<file path="config.mk">
export PLATFORM = sky130hd
export DESIGN_NAME = rd_fetch_ctrl
export DESIGN_NICKNAME = d
export VERILOG_FILES = /design/src/rtl/rd_fetch_pkg.sv /design/src/rtl/rd_fetch_classify.sv /design/src/rtl/rd_fetch_sizer.sv /design/src/rtl/rd_fetch_ctrl.sv
export SDC_FILE = /design/constraint.sdc
export NUM_CORES = 1
export LEC_CHECK = 0
export BUFFER_PORTS_ARGS = -buffer_cell sky130_fd_sc_hd__buf_4
export CAP_MARGIN = 30
export CORE_UTILIZATION = 56
export CTS_BUF_LIST = sky130_fd_sc_hd__clkbuf_2 sky130_fd_sc_hd__clkbuf_4 sky130_fd_sc_hd__clkbuf_8
export CTS_CLUSTER_SIZE = 20
export DETAILED_ROUTE_END_ITERATION = 6
export PLACE_DENSITY = 0.9
export REMOVE_ABC_BUFFERS = 1
export SYNTH_ARGS = -nofsm -noshare
export SYNTH_HDL_FRONTEND = slang
export SYNTH_HIERARCHICAL = 1
export SYNTH_SLANG_ARGS = --single-unit
</file>
<file path="constraint.sdc">
create_clock -name clk -period 4.6 [get_ports clk]
set_input_delay 0.46 -clock clk [delete_from_list [all_inputs] [get_ports clk]]
set_output_delay 0.46 -clock clk [all_outputs]
set_load 0.01 [all_outputs]
</file>
<file path="src/rtl/rd_fetch_pkg.sv">
package rd_fetch_pkg;

    localparam logic [3:0] CMD_IO_RD       = 4'b0010;
    localparam logic [3:0] CMD_MEM_RD      = 4'b0110;
    localparam logic [3:0] CMD_CFG_RD      = 4'b1010;
    localparam logic [3:0] CMD_MEM_RD_MULT = 4'b1100;
    localparam logic [3:0] CMD_MEM_RD_LINE = 4'b1110;

    // How a request is fetched on the target side
    typedef enum logic [1:0] {
        FK_NONE   = 2'd0,   // not a read: dropped
        FK_SINGLE = 2'd1,   // one dword, forwarded byte enables
        FK_LINE   = 2'd2,   // speculative, stops at cache line end
        FK_BURST  = 2'd3    // speculative, buffer/boundary limited
    } fetch_kind_e;

endpackage

</file>
<file path="src/rtl/rd_fetch_classify.sv">
module rd_fetch_classify
    import rd_fetch_pkg::*;
(
    input  logic [3:0]  cmd,
    input  logic        upstream,
    input  logic [31:0] addr,
    input  logic [31:0] win_base,
    input  logic [31:0] win_limit,
    input  logic        pf_disable,
    output fetch_kind_e kind
);

    logic [31:0] addr_dw, base_dw, limit_dw;
    logic        in_window;
    logic        mem_pf;

    always_comb begin
        addr_dw   = addr      & 32'hFFFF_FFFC;
        base_dw   = win_base  & 32'hFFFF_FFFC;
        limit_dw  = win_limit & 32'hFFFF_FFFC;
        in_window = (addr_dw >= base_dw) && (addr_dw <= limit_dw);
        mem_pf    = upstream ? !pf_disable : in_window;

        case (cmd)
            CMD_MEM_RD_LINE: kind = FK_LINE;
            CMD_MEM_RD_MULT: kind = FK_BURST;
            CMD_MEM_RD:      kind = mem_pf ? FK_BURST : FK_SINGLE;
            CMD_IO_RD,
            CMD_CFG_RD:      kind = FK_SINGLE;
            default:         kind = FK_NONE;
        endcase
    end

endmodule

</file>
<file path="src/rtl/rd_fetch_sizer.sv">
module rd_fetch_sizer
    import rd_fetch_pkg::*;
#(
    parameter int BOUND_DW = 1024,
    parameter int LINE_DW  = 8,
    parameter int FREE_W   = 11,
    localparam int IDX_W   = $clog2(BOUND_DW),
    localparam int CNT_W   = IDX_W + 1
) (
    input  fetch_kind_e      kind,
    input  logic [IDX_W-1:0] dw_idx,
    input  logic [FREE_W-1:0] buf_free,
    output logic [CNT_W-1:0] count
);

    localparam int LINE_W = $clog2(LINE_DW);
    localparam int W      = (FREE_W > CNT_W) ? FREE_W : CNT_W;

    logic [W-1:0] to_bound, to_line, room, pick;

    always_comb begin
        to_bound = W'(BOUND_DW) - W'(dw_idx);
        to_line  = W'(LINE_DW) - W'(dw_idx[LINE_W-1:0]);
        room     = W'(buf_free);
        pick     = (room < to_bound) ? room : to_bound;
        if (kind == FK_LINE && to_line < pick) begin
            pick = to_line;
        end
        if (pick == '0) begin
            pick = W'(1);
        end
        if (kind == FK_LINE || kind == FK_BURST) begin
            count = CNT_W'(pick);
        end else begin
            count = CNT_W'(1);
        end
    end

endmodule

</file>
<file path="src/rtl/rd_fetch_ctrl.sv">
module rd_fetch_ctrl
    import rd_fetch_pkg::*;
#(
    parameter int BOUND_BYTES = 4096,
    parameter int LINE_DW     = 8,
    parameter int FREE_W      = 11,
    localparam int BOUND_DW   = BOUND_BYTES / 4,
    localparam int IDX_W      = $clog2(BOUND_DW),
    localparam int CNT_W      = IDX_W + 1
) (
    input  logic              clk,
    input  logic              rst_n,
    input  logic              req_valid,
    output logic              req_ready,
    input  logic [3:0]        req_cmd,
    input  logic              req_upstream,
    input  logic [31:0]       req_addr,
    input  logic [3:0]        req_be,
    input  logic [FREE_W-1:0] buf_free,
    input  logic [31:0]       win_base,
    input  logic [31:0]       win_limit,
    input  logic              pf_disable,
    output logic              tgt_valid,
    input  logic              tgt_ready,
    output logic [31:0]       tgt_addr,
    output logic [CNT_W-1:0]  tgt_count,
    output logic [3:0]        tgt_be,
    output logic              tgt_disc
);

    typedef struct packed {
        logic             vld;
        logic [31:0]      addr;
        logic [CNT_W-1:0] cnt;
        logic [3:0]       be;
        logic             disc;
    } slot_t;

    slot_t            slot_d, slot_q;
    fetch_kind_e      kind;
    logic [CNT_W-1:0] sized_cnt;
    logic             take;

    rd_fetch_classify u_class (
        .cmd        (req_cmd),
        .upstream   (req_upstream),
        .addr       (req_addr),
        .win_base   (win_base),
        .win_limit  (win_limit),
        .pf_disable (pf_disable),
        .kind       (kind)
    );

    rd_fetch_sizer #(
        .BOUND_DW (BOUND_DW),
        .LINE_DW  (LINE_DW),
        .FREE_W   (FREE_W)
    ) u_size (
        .kind     (kind),
        .dw_idx   (req_addr[IDX_W+1:2]),
        .buf_free (buf_free),
        .count    (sized_cnt)
    );

    always_comb begin
        req_ready = !slot_q.vld;
        take      = req_valid && req_ready;
        slot_d    = slot_q;

        if (slot_q.vld && tgt_ready) begin
            slot_d.vld = 1'b0;
        end

        if (take && kind != FK_NONE) begin
            slot_d.vld  = 1'b1;
            slot_d.addr = {req_addr[31:2], 2'b00};
            slot_d.cnt  = sized_cnt;
            if (kind == FK_SINGLE) begin
                slot_d.be   = req_be;
                slot_d.disc = 1'b1;
            end else begin
                slot_d.be   = 4'hF;
                slot_d.disc = 1'b0;
            end
        end
    end

    always_ff @(posedge clk or negedge rst_n) begin
        if (!rst_n) begin
            slot_q <= '0;
        end else begin
            slot_q <= slot_d;
        end
    end

    assign tgt_valid = slot_q.vld;
    assign tgt_addr  = slot_q.addr;
    assign tgt_count = slot_q.cnt;
    assign tgt_be    = slot_q.be;
    assign tgt_disc  = slot_q.disc;

endmodule

</file>
=== After elaboration in Yosys (flattened, before gate mapping) ===
Index checks and enable logic that the tools add are counted.

* Input port bits: 121
* Bits in registers: 47
* Word-level logic and storage cells: 41

* Reduce and logical (&&, ||, !) cells: 12
* Mux-type cells: 10
* Magnitude comparators: 4
* Add/sub/neg operators: 2
* Equality and inequality tests: 8

{| class="wikitable"
|+ Operators by type and width
! cell !! count
|-
| $mux W49 || 1
|-
| $mux W11 || 4
|-
| $ge A32 B32 Y1 || 1
|-
| $le A32 B32 Y1 || 1
|-
| $lt A11 B11 Y1 || 2
|-
| $eq A4 B4 Y1 const B || 3
|-
| $logic_not A11 Y1 || 1
|-
| $sub A11 B10 Y11 const A || 1
|-
| $pmux W2 S4 || 1
|-
| $logic_and A1 B1 Y1 || 5
|-
| $mux W5 || 1
|-
| $sub A4 B3 Y5 const A || 1
|-
| $eq A2 B2 Y1 const B || 2
|-
| $eq A4 B2 Y1 const B || 1
|-
| $eq A4 B3 Y1 const B || 1
|-
| $reduce_bool A2 Y1 || 2
|-
| $eq A2 B1 Y1 const B || 1
|-
| $logic_not A1 Y1 || 2
|-
| $mux W1 || 2
|-
| $mux W2 || 1
|-
| $reduce_or A2 Y1 || 1
|-
| $logic_or A1 B1 Y1 || 1
|}

=== Depth between registers and ports, before layout ===
Gate-level depths: netlist of the first run.

* Word-level depth: 12
* Depth in mapped cells: 22
* Mapped depth without buffers: 21

=== Cells and area by module ===
Netlist of the first run, hierarchy kept.

{| class="wikitable"
|+ By module, submodules not included
! module !! area an instance (um^2) !! cells each !! times used
|-
| rd_fetch_ctrl || 2004.4 || 116 || 1
|-
| rd_fetch_classify || 1566.5 || 222 || 1
|-
| rd_fetch_sizer || 959.7 || 132 || 1
|}

=== Worst setup path after synthesis of the first run ===
Ideal clock, no wire load.

* Path type: in2reg
* Start: input port req_addr[2]
* End: register slot_q (netlist bit tgt_count[7])
* Setup slack: -0.058 ns
* Data required time: 4.475 ns
* Arrival: 4.533 ns
* Stages: 22
* Path through: inv_1 -> ha_1 -> nor3b_2 -> nand2_1 -> nand2_1 -> nand2_1 -> ha_1 -> a21o_1 -> a221o_1 -> a41oi_1 -> o21ai_2 -> buf_4 -> mux2i_1 -> ha_1 -> o21a_1 -> o21ai_0 -> a221oi_1 -> o211a_1 -> a311o_2 -> buf_6 -> and3_1 -> mux2_4

* Cells in the longest elaborated chain, start to end: 11

{| class="wikitable"
|+ Ends and longest elaborated chain
! item !! line !! source
|-
| from (decl) || rd_fetch_ctrl.sv:17 || <nowiki>input logic [31:0] req_addr,</nowiki>
|-
| parallel branches: the longest is 10 deep, another holds $sub A11 B10 Y11 || -- ||
|-
| $mux W11 * || rd_fetch_sizer.sv:32 || <nowiki>if (kind == FK_LINE || kind == FK_BURST) begin</nowiki>
|-
| named net sized_cnt[7] || rd_fetch_ctrl.sv:41 || <nowiki>logic [CNT_W-1:0] sized_cnt;</nowiki>
|-
| to (signal assigned) || rd_fetch_ctrl.sv:92 || <nowiki>slot_q <= slot_d;</nowiki>
|-
| to (decl) || rd_fetch_ctrl.sv:39 || <nowiki>slot_t slot_d, slot_q;</nowiki>
|}

Mark *: on every way through the listed nets, which the timed path passes.
A chain may end at the register's enable or synchronous reset.

=== Final worst setup path of the first run ===
* Start: input port req_addr[5]
* End: register slot_q (netlist bit tgt_count[2])

The elaborated chain is that of the path after synthesis.

==> results of run 1 <==
Yosys cell counts, drive strengths merged (4+ instances only):
cell and number:
inv 76, ha 74, dfrtp 47, mux2 42, a21oi 40, nand2 31
o21ai 21, nor2 20, buf 10, and3 9, mux2i 9, a21o 7
nand4 7, nand3 6, and4 4, nor3 4, nor3b 4, xnor2 4
xor2 4
cells by family (layout without fill, tap and decap cells):
group                    after synthesis  in the layout  synth area share
buffers and inverters                 89            284           0.09528
AO/OA/AOI/OAI                         93             94            0.1290
multiplexers                          51             51            0.1566
XOR/XNOR                               8              8           0.01546
adder cells (fa/ha/maj)               74             74            0.2044
flip-flops                            47             47            0.2596
AND/OR/NAND/NOR                      107            107            0.1389
other                                  1              2         0.0008277
path summary, 6_finish.rpt:
kind                         startpoint           end  slack, ns  cells past startpoint
max                         req_addr[5]  tgt_count[2]       0.19                     19
min                               rst_n  tgt_addr[22]       0.16                      1
max reg2reg                   tgt_valid  tgt_count[8]       2.61                      4
min reg2reg                tgt_addr[12]  tgt_addr[12]       0.52                      1
max in group asynchronous         rst_n   tgt_addr[8]       4.01                      1
min in group clk              tgt_ready     tgt_valid       0.34                      2
flip-flops by register name, summed over array words and instances (netlist names):
signal,flops
tgt_disc,1
tgt_be,4
tgt_addr,30
tgt_count,11
tgt_valid,1
layout make-up:
class                   count  area (sq um)
well taps                 102         127.6
clock buffers               5         68.82
fillers                   513          1570
repair buffers            199          1494
inverters                  77         294.0
flip-flops and latches     47          1176
clock inverters             3         47.55
multi-input cells         336          2989
per-layer routing:
layer  global-route usage  part of all wire
met1               0.3444              0.39
met2               0.5858              0.51
met3              0.03814             0.064
met4               0.1237             0.031
met5                    0                 0
through the flow:
stage	setup TNS [ns]	total power [mW]	instances
4_1_cts	0	1.683	765
5_1_grt	0	1.788	769
2_1_floorplan	-1.414	0.9636	459
6_report	0	1.696	769
3_3_place_gp	-1.555	1.314	757
3_5_place_dp	-4.030	1.352	757
timing repair:
item / CTS / global route
gates cloned: 0 / 1
setup endpoints to repair: 10 / 10
pin swaps: 0 / 3
resized for setup: 4 / 7
buffers inserted: 0 / 3
worst max-delay path, delay by kind of cell:
family	cells	cell delay, ns
buffers and inverters	1	0.11
adders and majority gates	2	0.53
xor gates and xnor gates	1	0.22
AOI/OAI and AO/OA	10	1.91
and+or+nand+nor	3	0.86
muxes	2	0.49
power breakdown:
part	switching [mW]	total, mW	internal [mW]	leakage [nW]
sequential	0.0677	0.586	0.518	0.568
clock	0.159	0.324	0.165	0.0587
combinational	0.340	0.786	0.446	2.82
==> summary.md, run 1 <==
| Metric | Value |
|---|---|
| Clk slew on worst S/H paths | 0.11 ns |
| Core region area | slightly below 8000 sq um |
| Largest net degree at the start of global routing | 48 |
| Clock Root Buffer | sky130_fd_sc_hd__clkbuf_8 |
| Number of flops mapped to enable cells by yosys | 0 |
| Initial Util | 0.5833 |
| Post-synth ARST share | 1.000 |
| Slowest cell on the critical path | sky130_fd_sc_hd__or4_4 |
| Portion of the clock cycle consumed by the worst path in the final layout | 0.9589 |
| H-tree Lvls | 2 |
| Slowest stage delay, CP | 0.54 ns |
| Initial detailed-routing violation count | 208 |
| Wire length of the first global-routing pass | 20,640 microns |
| DR vias | 4,368 |
| Final HPWL from detailed placement | 10,600 microns |
| Worst hold path type | in2async |
| Final net count | 861 |
| Synth top area cells | sky130_fd_sc_hd__dfrtp_1 26%, sky130_fd_sc_hd__ha_1 20%, sky130_fd_sc_hd__mux2_4 13% |
| Cell Area, Synth | 4531 sq um |
| Final worst hold slack | 0.1632 ns |
| Number of different library cells in the post-synthesis netlist | 67 |
| Count of state elements after synthesis | 47 |
| Maximum number of buffers from clock root to sink | 2 |
| Startpoint type of the worst setup path | input port |
| Cts bufs inserted | 5 |
| Global-route usage over all layers | 0.3083 |
| Standard-cell row count | 32 |
| Number of antenna violations at the first check in global routing | 0 |
| Fmax | roughly 230 MHz |
| Synth area leader | sky130_fd_sc_hd__dfrtp_1 |
| Pre-CTS setup slack | -0.4268 ns |
| Count of synthesis-stage warnings from yosys | 6 |
| Setup-failing EPs final | 0 |
| Lkg Pwr | 3.442 nW |
| Required @ worst endpoint | 4.79 ns |
| Mean cell area of the mapped netlist | 9.640 sq um |
| Highest-count cells in the layout ignoring fill and taps | 199 x sky130_fd_sc_hd__buf_4, 76 x sky130_fd_sc_hd__inv_1, 74 x sky130_fd_sc_hd__ha_1 |
| Total length of routed wires | 13,250 microns |
| Area growth from synthesis to layout | 36.79% |
| Max-slew violation total from the final report | 0 |
| # port buffers | 162 |
| Max Cap Violations | 0 |
| WL/cell | 17.23 microns |
| Clock skew after layout | 0.01287 ns |
| Number of antenna diodes | 0 |
| PwrDens | 273.7 nW/um^2 |
| Sequential-to-total area share from yosys stat | 0.2596 |
| Type of element capturing the critical path | flip-flop |
| Worst rel slew slack | 0.5162 |
| DRT antenna net count | 0 |
| Post-route cell area | 6197 sq um |
| Setup WS post-layout | 0.1892 ns |
| Clock period minus worst slack | 4.411 ns |
| Cell count after synthesis | 470 |
| Finished Core Util | 0.7978 |
| TritonCTS clock tree | built |
| Arrival time at the worst endpoint | roughly 4.6 ns |
| Primary FF master, synth | sky130_fd_sc_hd__dfrtp_1 |
| Via count of the first global-routing pass | 4,472 |
| Clock latency on the worst-skew pair | slightly above 0.3 ns |
| Hold bufs inserted after CTS | 0 |
| Length of the first detailed-routing pass in iterations | 5 |
| Die ar. | 8454 sq um |
| Final weighted congestion of routability-driven global placement | 0.9128 |
| Number of sinks handled by clock tree synthesis | 47 |
| Final hold violation count | 0 |
| Standard cell area after detailed placement | approximately 6000 sq um |
| Die span in x | roughly 90 microns |
| Layout cells sized above 1 | 0.4138 |
| Total congestion overflow | 0 |
| Most common cell after layout, fill and taps aside | sky130_fd_sc_hd__buf_4 |
| Number of DRC violations after detailed routing | 0 |
| Crit Path Class | in2reg |
| Peak supply drop | 0.0001990 V |
| Worst-margin pin slew | 0.7231 ns |
| Cell-by-cell trace of the critical path | buf_4, or4_4, nor2_1, xor2_1, ha_1, and3_1, a221o_1, a41oi_2, o21ai_4, mux2i_2, ha_1, o21a_1, o21ai_2, a221oi_2, o211a_1, a311o_2, o21ai_0, a21oi_1, mux2_2 |
| Status | completed |
| Area fraction of the dominant cell type after synthesis | 0.2596 |
| Most Frequent Cell on Critical Path | sky130_fd_sc_hd__ha_1 |
| Die Height | 91.95 microns |
| Vias per std cell | about 5.7 |
| Ports placed on the boundary | 171 |
| Critical Path Fanout Max | 7 |
| RSZ-0062 raised after global routing | no |
(Power assumes the default switching activity.)
==> run 2: changes to the inputs <==
--- a/config.mk
+++ b/config.mk
@@ -7,11 +7,11 @@
 export LEC_CHECK = 0
 export BUFFER_PORTS_ARGS = -buffer_cell sky130_fd_sc_hd__buf_4
 export CAP_MARGIN = 30
-export CORE_UTILIZATION = 56
+export CORE_UTILIZATION = 30
 export CTS_BUF_LIST = sky130_fd_sc_hd__clkbuf_2 sky130_fd_sc_hd__clkbuf_4 sky130_fd_sc_hd__clkbuf_8
 export CTS_CLUSTER_SIZE = 20
 export DETAILED_ROUTE_END_ITERATION = 6
-export PLACE_DENSITY = 0.9
+export MAX_ROUTING_LAYER = met4
 export REMOVE_ABC_BUFFERS = 1
 export SYNTH_ARGS = -nofsm -noshare
 export SYNTH_HDL_FRONTEND = slang
==> constraint.sdc (replaced) <==
create_clock -name clk -period 4.6 [get_ports clk]
set_input_delay 0.92 -clock clk [delete_from_list [all_inputs] [get_ports clk]]
set_output_delay 0.92 -clock clk [all_outputs]
set_load 0.01 [all_outputs]
==> summary.md, run 2 (synthesis gave the netlist of run 1 again) <==
| Metric | Value |
|---|---|
| Clock power share | 0.196 |
| Launch point of the worst reg-to-reg path | tgt_valid |
| Global-route usage over all layers | 0.1852 |
| Highest layer used for signal routing | met4 |
| Psw | roughly 0.57 mW |
| Lkg Pwr | 3.577 nW |
| DR vias | 4,176 |
| H-tree Lvls | 2 |
| Pre-CTS setup slack | -0.7931 ns |
| Footprint of the flip-flops and latches | 1176 sq um |
| Standard-cell row count | 44 |
| Standard cell area after detailed placement | 6183 sq um |
| Area growth from synthesis to layout | 47.72% |
| Launching instance or port of the critical path | req_addr[4] |
| Max-slew violation total from the final report | 0 |
| Largest net degree at the start of global routing | between 40 and 50 |
| Worst hold path type | reg2reg |
| Filler Cells Inserted | ~1,400 |
| Arrival time at the worst endpoint | just under 5 ns |
| Met2 WL | 6928 microns |
| DRT antenna net count | 0 |
| RSZ-0062 raised after global routing | yes |
| Clock period minus worst slack | 4.751 ns |
| Launch instance of the worst min-delay path | tgt_addr[12] |
| Startpoint type of the worst setup path | input port |
| Slack of the worst reg-to-reg path | about 2.9 ns |
| Final weighted congestion of routability-driven global placement | 0.8265 |
| Clock skew after layout | around 0.012 ns |
| Fmax | 210.5 MHz |
| Maximum number of buffers from clock root to sink | 2 |
| Die Height | 124.9 microns |
| Max Cap Violations | 0 |
| Wire length on met1 | 6052 microns |
| Area of the multi-input gates | 3154 sq um |
| Cts bufs inserted | 5 |
| Die span in x | 124.9 microns |
| Switching share of total power | 0.3278 |
| # port buffers | 162 |
| Number of sinks handled by clock tree synthesis | 47 |
| Total congestion overflow | 0 |
| Initial Util | 0.3094 |
| Status | finished, violations left |
| Clock Root Buffer | sky130_fd_sc_hd__clkbuf_8 |
| Crit Path Class | in2reg |
| Length of the first detailed-routing pass in iterations | 7 |
| Setup-failing EPs final | 10 |
| TritonCTS clock tree | built |
| Final HPWL from detailed placement | about 11,000 microns |
| Cell-internal power | 1.169 mW |
| Type of element capturing the critical path | flip-flop |
| Via count of the first global-routing pass | 4,417 |
| Final net count | 883 |
| R2r worst-path depth | 4 |
| Core region area | 14,640 sq um |
| Worst-margin pin slew | 0.7354 ns |
| Worst Hold End | tgt_addr[12] |
| Failing checks | design-rule violations, negative setup slack |
| Worst rel slew slack | 0.5079 |
| Highest-count cells in the layout ignoring fill and taps | 214 x sky130_fd_sc_hd__buf_4, 74 x sky130_fd_sc_hd__inv_1, 70 x sky130_fd_sc_hd__ha_1 |
| Portion of the clock cycle consumed by the worst path in the final layout | 1.033 |
| Slowest stage delay, CP | approximately 0.56 ns |
| Setup WS post-layout | -0.1513 ns |
| Register share of total power | 0.335 |
| Peak supply drop | 0.0001234 V |
| Final hold violation count | 0 |
| Number of antenna diodes | 0 |
| Number of DRC violations after detailed routing | 34 |
| Cell-by-cell trace of the critical path | buf_8, or4_4, nor2_4, xor2_2, ha_1, and3_4, a221o_1, a41oi_2, o21ai_4, mux2i_2, ha_1, o21a_1, o21ai_2, a221oi_2, o211a_1, a311o_2, o21ai_2, a21oi_2, mux2_4 |
| DR WL met3 | 702 microns |
| Initial detailed-routing violation count | 161 |
| Ports placed on the boundary | 171 |
| Number of buffer and inverter stages on the critical path | 1 |
| Slowest cell on the critical path | sky130_fd_sc_hd__or4_4 |
| Vias per std cell | 4.784 |
| Wire length of the first global-routing pass | 22,180 microns |
| Die ar. | 15,600 sq um |
| Reg-to-reg critical path endpoint | tgt_addr[3] |
| Final worst hold slack | 0.5195 ns |
| Post-route cell area | 6693 sq um |
| Total length of routed wires | 13,850 microns |
| Total design power | between 1.5 and 2 mW |
| Finished Core Util | 0.4570 |
| Clk slew on worst S/H paths | 0.09 ns |
| Clock latency on the worst-skew pair | 0.33 ns |
| WL/cell | 15.86 microns |
| Critical path's top delay family | compound AO/OA/AOI/OAI gates |
| Cells after DPL | 847 |
| Most common cell after layout, fill and taps aside | sky130_fd_sc_hd__buf_4 |
| Critical Path Fanout Max | 6 |
| Number of flip-flops in the largest register | 30 |
| Worst hold path stage count | 1 |
| Fin Setup TNS | -1.172 ns |
| Number of antenna violations at the first check in global routing | 0 |
| Required @ worst endpoint | just under 5 ns |
| Post-route non-filler standard cell count | 873 |
| PwrDens | 259.8 nW/um^2 |
| Part of the power in combinational logic | 0.469 |
| Layout cells sized above 1 | 0.4673 |
[run 2: changes by cell type in the layout (fill, tap and decap cells not counted), sizes merged]
cell    previous run  this run
buf              199       221
clkbuf             5         6
inv               77        76
[run 2: layout make-up]
cell class              instances  share of cell area
clock buffers                   6             0.01234
clock inverters                 2            0.005235
inverters                      77             0.04468
multi-input cells             336              0.4713
flip-flops and latches         47              0.1757
well taps                     184             0.03440
repair buffers                221              0.2563
[run 2: worst register-to-register path: cells and delay by family (launching register included)]
kind	cells	cell delay (ns)
flip-flops	1	0.42
multiplexers	1	0.34
AND/OR/NAND/NOR	2	0.63
buffers and inverters	1	0.23
[run 2: timing repair]
| item | CTS | global route |
|---|---|---|
| setup buffers | 11 | 6 |
| gates resized for setup | 28 | 24 |
| pin swaps | 19 | 22 |
| endpoints found under the hold margin | 0 | 0 |
| setup endpoints to repair | 11 | 11 |
| cloned | 1 | 0 |
| hold buffers | 0 | 0 |
[run 2: worst max-delay path by stage]
stage,endpoint,slack (ns),cells after the start
detailed placement,tgt_count[1],-0.79,18
CTS,tgt_count[1],-0.12,19
global placement,tgt_count[2],-0.75,18
floorplan,tgt_count[1],-0.62,17
finish,tgt_count[2],-0.15,19
global route,tgt_count[2],-0.30,22
[run 2: power groups by stage]
stage          logic, mW  registers [mW]  clock network [mW]
6_report           0.816           0.582               0.341
5_1_grt            0.888           0.597               0.376
4_1_cts            0.805           0.583               0.359
3_5_place_dp       0.771           0.589                   0
3_3_place_gp       0.760           0.585                   0
2_1_floorplan      0.332           0.631                   0
[run 2: metal layers]
metal  up-vias  global-route usage
met4         0             0.04735
met5         -                   -
li1       2088                   -
met3        15             0.03952
met2       115              0.3232
met1      1958              0.2154
